$ cat src/rtl/msu_pkg.sv
package msu_pkg;
    localparam int TS_W = 32;
    localparam int MB_N = 32;
    localparam int MB_W = $clog2(MB_N);

    typedef struct packed {
        logic [MB_W-1:0] mbox;
        logic [TS_W-1:0] stamp;
    } stamp_evt_t;
endpackage

$ cat src/rtl/msu_counter.sv
module msu_counter
    import msu_pkg::*;
(
    input  logic            clk,
    input  logic            rst,
    input  logic            tick,
    input  logic            clr,
    input  logic            ld,
    input  logic [TS_W-1:0] ld_val,
    output logic [TS_W-1:0] cnt
);
    typedef struct packed {
        logic [TS_W-1:0] value;
    } cnt_state_t;

    cnt_state_t s_d, s_q;

    always_comb begin
        s_d = s_q;
        if (clr) begin
            s_d.value = '0;
        end else if (ld) begin
            s_d.value = ld_val;
        end else if (tick) begin
            s_d.value = s_q.value + 1'b1;
        end
    end

    always_ff @(posedge clk) begin
        if (rst) s_q <= '0;
        else     s_q <= s_d;
    end

    assign cnt = s_q.value;
endmodule

$ cat src/rtl/msu_queue.sv
module msu_queue
    import msu_pkg::*;
#(
    parameter int DEPTH = 4
) (
    input  logic       clk,
    input  logic       rst,
    input  logic       push_a,
    input  stamp_evt_t item_a,
    input  logic       push_b,
    input  stamp_evt_t item_b,
    input  logic       pop,
    output stamp_evt_t head,
    output logic       nonempty,
    output logic       ovf
);
    localparam int PW = (DEPTH < 2) ? 1 : $clog2(DEPTH);

    typedef struct packed {
        stamp_evt_t [DEPTH-1:0] slot;
        logic [PW-1:0]          rd;
        logic [PW-1:0]          wr;
        logic [PW:0]            count;
        logic                   ovf;
    } q_state_t;

    q_state_t s_d, s_q;

    always_comb begin
        s_d = s_q;
        if (pop && s_q.count != '0) begin
            s_d.rd    = (int'(s_q.rd) == DEPTH - 1) ? '0 : s_q.rd + 1'b1;
            s_d.count = s_d.count - 1'b1;
        end
        if (push_a) begin
            if (int'(s_d.count) < DEPTH) begin
                s_d.slot[s_d.wr] = item_a;
                s_d.wr    = (int'(s_d.wr) == DEPTH - 1) ? '0 : s_d.wr + 1'b1;
                s_d.count = s_d.count + 1'b1;
            end else begin
                s_d.ovf = 1'b1;
            end
        end
        if (push_b) begin
            if (int'(s_d.count) < DEPTH) begin
                s_d.slot[s_d.wr] = item_b;
                s_d.wr    = (int'(s_d.wr) == DEPTH - 1) ? '0 : s_d.wr + 1'b1;
                s_d.count = s_d.count + 1'b1;
            end else begin
                s_d.ovf = 1'b1;
            end
        end
    end

    always_ff @(posedge clk) begin
        if (rst) s_q <= '0;
        else     s_q <= s_d;
    end

    assign head     = s_q.slot[s_q.rd];
    assign nonempty = (s_q.count != '0);
    assign ovf      = s_q.ovf;
endmodule

$ cat src/rtl/msu_store.sv
module msu_store
    import msu_pkg::*;
(
    input  logic            clk,
    input  logic            rst,
    input  logic            wr_en,
    input  logic [MB_W-1:0] wr_addr,
    input  logic [TS_W-1:0] wr_data,
    input  logic [MB_W-1:0] rd_addr,
    output logic [TS_W-1:0] rd_data
);
    logic [TS_W-1:0] mem_d [MB_N];
    logic [TS_W-1:0] mem_q [MB_N];

    always_comb begin
        mem_d = mem_q;
        if (wr_en) mem_d[wr_addr] = wr_data;
    end

    always_ff @(posedge clk) begin
        if (rst) begin
            for (int i = 0; i < MB_N; i++) mem_q[i] <= '0;
        end else begin
            mem_q <= mem_d;
        end
    end

    assign rd_data = mem_q[rd_addr];
endmodule

$ cat src/rtl/msg_stamp_unit.sv
module msg_stamp_unit
    import msu_pkg::*;
#(
    parameter int QDEPTH   = 4,
    parameter int CLR_MBOX = 16
) (
    input  logic            clk,
    input  logic            rst,
    input  logic            bit_tick,
    input  logic            tx_done,
    input  logic [MB_W-1:0] tx_mbox,
    input  logic            rx_done,
    input  logic [MB_W-1:0] rx_mbox,
    input  logic            eng_busy,
    input  logic            autoclr_en,
    input  logic            cpu_wr,
    input  logic            cpu_sel,
    input  logic [MB_W-1:0] cpu_addr,
    input  logic [TS_W-1:0] cpu_wdata,
    output logic [TS_W-1:0] cpu_rdata,
    output logic            ovf_flag
);
    localparam logic [MB_W-1:0] CLR_IDX = MB_W'(CLR_MBOX);

    logic [TS_W-1:0] cnt_val;
    logic [TS_W-1:0] st_rdata;
    logic            clr_hit;
    logic            cnt_ld;
    logic            q_pop;
    logic            q_nonempty;
    stamp_evt_t      q_head;
    stamp_evt_t      tx_item;
    stamp_evt_t      rx_item;

    always_comb begin
        clr_hit = autoclr_en && ((tx_done && tx_mbox == CLR_IDX) ||
                                 (rx_done && rx_mbox == CLR_IDX));
        cnt_ld  = cpu_wr && !cpu_sel && !q_nonempty && !tx_done && !rx_done;
        q_pop   = q_nonempty && !eng_busy;
        tx_item = '{mbox: tx_mbox, stamp: cnt_val};
        rx_item = '{mbox: rx_mbox, stamp: cnt_val};
    end

    msu_counter u_cnt (
        .clk    (clk),
        .rst    (rst),
        .tick   (bit_tick),
        .clr    (clr_hit),
        .ld     (cnt_ld),
        .ld_val (cpu_wdata),
        .cnt    (cnt_val)
    );

    msu_queue #(.DEPTH(QDEPTH)) u_queue (
        .clk      (clk),
        .rst      (rst),
        .push_a   (tx_done),
        .item_a   (tx_item),
        .push_b   (rx_done),
        .item_b   (rx_item),
        .pop      (q_pop),
        .head     (q_head),
        .nonempty (q_nonempty),
        .ovf      (ovf_flag)
    );

    msu_store u_store (
        .clk     (clk),
        .rst     (rst),
        .wr_en   (q_pop),
        .wr_addr (q_head.mbox),
        .wr_data (q_head.stamp),
        .rd_addr (cpu_addr),
        .rd_data (st_rdata)
    );

    assign cpu_rdata = cpu_sel ? st_rdata : cnt_val;
endmodule

$ cat config.mk
export PLATFORM = sky130hd
export DESIGN_NAME = msg_stamp_unit
export DESIGN_NICKNAME = d
export VERILOG_FILES = /design/src/rtl/msu_pkg.sv /design/src/rtl/msu_counter.sv /design/src/rtl/msu_queue.sv /design/src/rtl/msu_store.sv /design/src/rtl/msg_stamp_unit.sv
export SDC_FILE = /design/constraint.sdc
export NUM_CORES = 2
export LEC_CHECK = 0
export CORE_UTILIZATION = 50
export DETAILED_ROUTE_END_ITERATION = 8
export PLACE_DENSITY = 0.66
export REMOVE_ABC_BUFFERS = 1
export SYNTH_ARGS = -nofsm -noshare
export SYNTH_HDL_FRONTEND = slang
export SYNTH_SLANG_ARGS = --single-unit
$ cat constraint.sdc
create_clock -name clk -period 3.5 [get_ports clk]
set_clock_uncertainty 0.15 [all_clocks]
set_input_delay 0.525 -clock clk [delete_from_list [all_inputs] [get_ports clk]]
set_output_delay 0.525 -clock clk [all_outputs]
set_load 0.02 [all_outputs]
* Word-level counts from Yosys, hierarchy flattened *
Cells that the tools add are included.

operators by class
  add/subtract/negate cells = 7
  magnitude comparators = 10
  eq/ne operators = 5
  multiplexer cells = 31
  bitwise logic cells = 2
  reductions and logical operators = 21

operator list
  kind                                                 number
  bitwise mux 1024 bit                                 1
  2-to-1 mux 148 bit                                   4
  bitwise mux 148 bit                                  2
  2-to-1 mux 32 bit                                    6
  binary-select mux 32 bit (select 5 bit)              1
  demux 32 bit (select 5 bit)                          1
  demux 37 bit (select 2 bit)                          2
  2-to-1 mux 37 bit                                    3
  binary-select mux 37 bit (select 2 bit)              1
  adder 32 x 1 -> 32 bit, second input constant        1
  >= comparator 6 bit, second input constant           2
  logical AND 1 bit                                    12
  2-to-1 mux 6 bit                                     2
  NOT 5 -> 6 bit                                       2
  equality test 5 bit, second input constant           2
  2-to-1 mux 5 bit                                     2
  < comparator 2 x 3 -> 1 bit, second input constant   3
  adder 2 x 1 -> 2 bit, second input constant          3
  adder 3 x 1 -> 3 bit, second input constant          2
  equality test 2 x 1 -> 1 bit, second input constant  3
  < comparator 3 bit, second input constant            2
  < comparator 6 x 1 -> 1 bit, second input constant   1
  2-to-1 mux 2 bit                                     3
  logical NOT 1 bit                                    5
  other kinds (8)                                      10

storage, ports and cells
  register bits after elaboration = 1212
  input port bits = 56

* Depth between registers and ports, before layout *
  word-level depth = 14
  mapped depth = 12
  depth with buffers taken out = 10

* By module *
A second synthesis with hierarchy kept.

unflattened totals
  cells, all modules = 6918
  area total of the unflattened synthesis = 54793.8 µm²

modules (own cells, without submodules)
  module          times used  cells each  area each (µm²)  seq. area each (µm²)
  msu_store       1           5755        44103.5          20499.7
  msu_queue       1           892         8236.6           3123.0
  msu_counter     1           225         1841.8           640.6
  msg_stamp_unit  1           46          611.8            0.0

* Worst setup path before layout *
Ideal clock, no wire load.

  path type = reg-to-reg
  start = reg u_queue.s_q[1] in the netlist's numbering
  end = reg u_queue.s_q[100] in the netlist's numbering
  setup time = 128 ps
  arrival = 2935 ps
  slack = 288 ps
  cell stages (with the launch flop) = 13
  path buffers = 2
  path through = dfxtp_1 inv_1 ha_1 ha_1 or3_1 buf_2 nand3_1 mux2_2 ha_1 a31oi_1 buf_2 mux2i_1 nor2_1

on the way
  longest elaborated chain between the ends = 14
  elaborated cells between the ends (all ways) = 20
  those cells by class = add/sub: 2; order compare: 4; mux: 10; reduce/logical: 4

RTL lines
  item                                                                                                      RTL line         source
  from (decl)                                                                                               msu_queue.sv:27  q_state_t s_d, s_q;
  from (signal assigned)                                                                                    msu_queue.sv:56  if (rst) s_q <= '0;
  from (signal assigned)                                                                                    msu_queue.sv:57  else s_q <= s_d;
  parallel branches: the longest is 3 deep, another holds subtractor 3 x 1 -> 3 bit                         n/a
  2-to-1 mux 3 bit *                                                                                        msu_queue.sv:31  if (pop && s_q.count != '0) begin
  < comparator 3 bit                                                                                        msu_queue.sv:36  if (int'(s_d.count) < DEPTH) begin
  2-to-1 mux 5 bit                                                                                          msu_queue.sv:36
  2-to-1 mux 6 bit                                                                                          msu_queue.sv:35  if (push_a) begin
  < comparator 2 x 3 -> 1 bit (implied by the code) / >= comparator 2 x 1 -> 1 bit (equally long branches)  msu_queue.sv:46  s_d.slot[s_d.wr] = item_b;
  logical AND 1 bit (implied by the code)                                                                   msu_queue.sv:46
  2-to-1 mux 37 bit (implied by the code)                                                                   msu_queue.sv:46
  demux 37 bit (select 2 bit)                                                                               n/a
  bitwise mux 148 bit                                                                                       msu_queue.sv:46
  2-to-1 mux 148 bit                                                                                        msu_queue.sv:45  if (int'(s_d.count) < DEPTH) begin
  2-to-1 mux 148 bit *                                                                                      msu_queue.sv:44  if (push_b) begin

Mark *: on every way between the ends.
A chain may end at the register's enable or synchronous reset.

* Final worst setup path *
  start = in cpu_addr[0]
  end = out cpu_rdata[5]

on the way
  longest elaborated chain between the ends = 5

RTL lines
  item                                                  RTL line              source
  from (decl)                                           msg_stamp_unit.sv:18  input logic [MB_W-1:0] cpu_addr,
  NOT 5 -> 6 bit (implied by the code)                  msu_store.sv:28       assign rd_data = mem_q[rd_addr];
  binary-select mux 32 bit (select 5 bit)               msu_store.sv:28
  2-to-1 mux 32 bit (implied by the code) (2 in a row)  msu_store.sv:28
  2-to-1 mux 32 bit                                     msg_stamp_unit.sv:77  assign cpu_rdata = cpu_sel ? st_rdata : cnt_val;
  to (decl)                                             msg_stamp_unit.sv:20  output logic [TS_W-1:0] cpu_rdata,

No other way between the ends. The select of a mux whose other input is x is not followed.

==> summary.md <==
- **IO buf count** 88
- **number of core rows** 119
- **largest net degree at the start of global routing** 191
- **area of the core** 105000 sq um
- **part of the Yosys area used for sequential elements** 45.5%
- **crit path time final** 3.61 ns
- **combinational share of power** 15.0%
- **worst-case register-to-register setup slack** 0.25 ns
- **Worst Hold Launch** cpu_wdata[20]
- **Least-Margin Pin Slew** 1.06 ns
- **status** finished with violations
- **switching component of the power** 8.96 mW
- **Max Root-Sink Buffers** 3
- **share of total power in sequential cells** 43.0%
- **EDFF count, synth** 0
- **DRT met1 WL** 80.8 mm
- **Worst Reg2Reg Path Length in Cells** 10
- **crit path buf inv count** 6
- **kind of critical path** primary input to primary output
- **maximum resistive drop on vdd** 0.862 mV
- **clock latency at the later pin of the worst-skew pair** 0.73 ns
- **post-synthesis async set-or-reset flop share** 0%
- **maximum fanout along the worst path** 15
- **count of mapped cells out of synthesis** 6573
- **maximum level of the CTS H-tree** 3
- **area share of the leading cell type in the synthesized netlist** 45.5%
- **total clock buffers created by CTS** 121
- **final setup slack of the worst path** -0.111 ns
- **number of sinks handled by clock tree synthesis** 1212
- **final setup violation count** 2
- **most repeated cell in the gate-level netlist after synthesis** nand2_1
- **count of nets after finishing** 6773
- **Total Power** 32.9 mW
- **GPL Wtd Cong** 0.940
- **crit path DAT** 2.94 ns
- **Root Buffer Master** clkbuf_16
- **routed len/inst** 22.9 microns
- **mean cell area of the mapped netlist** 8.11 sq um
- **effective utilization at floorplan** 50.5%
- **Worst Hold Depth** 3
- **Die Width** 328 microns
- **clock tree from TritonCTS** yes
- **startpoint of the lowest-slack register-to-register path** u_queue.s_q[1]$_SDFF_PP0_
- **family with the most delay on the worst path** buffers and inverters
- **GRT Residual Overflow** 0
- **critical path launch point type** primary input
- **number of vias after detailed routing** 48700
- **Pleak** 22.8 nW
- **routed wire length on met3** 23.7 mm
- **number of top-level design ports** 89
- **global-route wire length before repair** 278 mm
- **most common library cells after synthesis** nand2_1 (2068), dfxtp_1 (1212), a21oi_1 (1155)
- **remaining max-slew budget at the tightest pin** 29.0%
- **Power Density** 518 nW/um^2
- **worst min path class** primary input to flip-flop
- **ratio of final minimum period to clock period** 103%
- **most repeated library cell on the critical path** buf_4
- **largest stage delay on the critical path** 0.55 ns
- **cell area after synthesis** 53300 sq um
- **die height** 328 microns
- **top post-synthesis cells by area** dfxtp_1 (46%), nand2_1 (15%), mux2i_1 (12%)
- **# fillers** 9113
- **detailed placer's ending HPWL** 124 mm
- **RSZ-0062 raised after global routing** yes
- **ratio of routed vias to standard cells** 5.94
- **number of nets with antenna violations after routing** 0
- **Initial DRC Count** 6519
- **number of antenna violations at the first check in global routing** 4
- **via count of the first global-routing pass** 43300
- **count of different cell masters after synthesis** 52
- **number of flip-flops and latches in the synthesized netlist** 1212
- **failing checks** setup timing
- **final number of hold-violating endpoints** 0
- **final instance area** 63400 sq um
- **top layer in use** met5
- **Final Max Tran Viols** 0
- **met2 WL post-DR** 79.4 mm
- **cells traversed along the worst timing path** buf_8 > buf_16 > buf_4 > mux2i_1 > buf_4 > a22oi_1 > a21oi_1 > nor4_4 > buf_4 > mux2_2 > clkdlybuf4s15_2
- **number of design rule violations left after detail routing** 0
- **area added between synthesis and finish** 19.0%
- **instance area after placement** 58400 sq um
- **Routed Wire Length** 187 mm
- **die footprint** 108000 sq um
- **end of the worst hold path** u_cnt.cnt[20]$_SDFFE_PP0P_
- **yosys warns** 0
- **critical path's slowest cell** nor4_4
- **switching share of power** 27.3%
- **top_reg_cell synth** dfxtp_1
- **Synth area leader** dfxtp_1
- **internal power** 23.9 mW
- **max_cap viols** 0
- **first-pass iteration count of the detailed router** 6
- **layout cells sized above 1** 14.5%
- **endpoint type of the worst setup path** primary output
- **clock network fraction of design power** 42.0%
- **Total GRT Usage** 33.5%
- **Worst-path clk slew** 0.06 ns
- **reg-to-reg endpoint** u_queue.s_q[29]$_SDFF_PP0_
- **Peak Freq** 277 MHz
- **worst endpoint required time** 2.82 ns
-- cells by family (layout without fill, tap and decap cells) --
kind of cell	Yosys count	after routing	share of synthesized area, %
buffers and inverters	657	894	5.08
XOR/XNOR	35	35	0.575
flip-flops	1212	1212	45.5
AO/OA/AOI/OAI	1463	1463	15.2
adder cells (fa/ha/maj)	10	10	0.230
AND/OR/NAND/NOR	2448	2449	18.3
multiplexers	748	748	15.0
other	0	2	0
-- registers in the layout, summed over array words and instances (netlist names) --
name and count:
u_cnt.cnt 32, u_queue.ovf 1, u_queue.s_q 155, u_store.mem_q 1024
-- power groups by stage --
stage / combinational, mW / sequential, mW / clock, mW
CTS: 4.81 / 14.1 / 13.9
detailed placement: 4.73 / 14.4 / 0
floorplan: 2.52 / 14.4 / 0
global placement: 4.68 / 14.4 / 0
finish: 4.92 / 14.1 / 13.8
global route: 5.13 / 14.1 / 14.4
-- how the worst max path moves through the flow --
stage / startpoint / end / slack (ns) / cells past startpoint
after floorplan: cpu_addr[2] / cpu_rdata[0] / -2.89 / 5
after global placement: cpu_addr[2] / cpu_rdata[0] / -1.00 / 10
after detailed placement: cpu_addr[1] / cpu_rdata[4] / -1.03 / 9
after CTS: cpu_addr[0] / cpu_rdata[17] / -0.13 / 11
after global routing: cpu_addr[0] / cpu_rdata[5] / -0.07 / 11
final: cpu_addr[0] / cpu_rdata[5] / -0.11 / 11
-- worst register-to-register path, stage by stage, from the launching register on --
cell	delay, ns
dfxtp_1	0.39
inv_1	0.07
ha_1	0.20
ha_1	0.30
o21ai_1	0.27
buf_4	0.18
nand3_1	0.37
o41ai_4	0.54
buf_12	0.30
mux2i_1	0.30
nor2_1	0.06
-- cells in the final DEF (no fill, tap or decap), drive strengths merged, types with 9 or more instances in the layout --
master         instances
nand2               2068
clkinv                22
bufinv                11
buf                  576
clkdlybuf4s15         10
mux2i                664
nor3                  19
clkdlybuf4s50         50
dfxtp               1212
a211oi                38
mux4                  37
xnor2                  9
a21oi               1155
a22oi                256
nor4                  35
dlygate4sd2           10
nor2b                  9
and3                  22
nand4                 20
or3                   17
ha                     9
xor2                  26
nand3                 26
nor2                 195
mux2                  47
and2                  12
clkbuf               200
-- cell type report --
| type | instances | area [sq um] | area share (%) |
|---|---|---|---|
| inverters | 7 | 26.3 | 0.0414 |
| well taps | 1391 | 1740 | 2.74 |
| clock inverters | 37 | 531 | 0.836 |
| diodes | 2 | 5.00 | 0.00789 |
| multi-input cells | 4705 | 26900 | 42.5 |
| clock buffers | 189 | 3740 | 5.89 |
| repair buffers | 661 | 6190 | 9.76 |
| flip-flops and latches | 1212 | 24300 | 38.3 |
-- metal layers --
layer	up-vias	global-route usage [%]
met1	23500	49.2
li1	22400	-
met2	2554	48.8
met4	4	7.14
met3	247	9.15
met5	-	0
-- timing repair --
| item | CTS | global route |
|---|---|---|
| endpoints found under the setup margin | 32 | 21 |
| hold endpoints to repair | 9 | 0 |
| buffers inserted | 6 | 10 |
| pin swaps | 16 | 11 |
| cloned | 4 | 2 |
| hold buffers | 1 | 0 |
| resized for setup | 120 | 59 |
-- stage by stage --
step	setup TNS (ns)	utilization (%)	setup WS, ns	std cells	hold WS (ns)
4_1_cts	-0.177	59.9	-0.133	8191	0.218
2_1_floorplan	-1111.25	-	-2.89	5923	0.275
5_1_grt	-0.213	60.2	-0.0669	8203	0.256
6_report	-0.122	60.2	-0.111	8204	0.253
3_3_place_gp	-19.73	55.4	-1.00	7954	0.287
3_5_place_dp	-20.86	55.4	-1.03	7954	0.293
(Power assumes the default switching activity.)
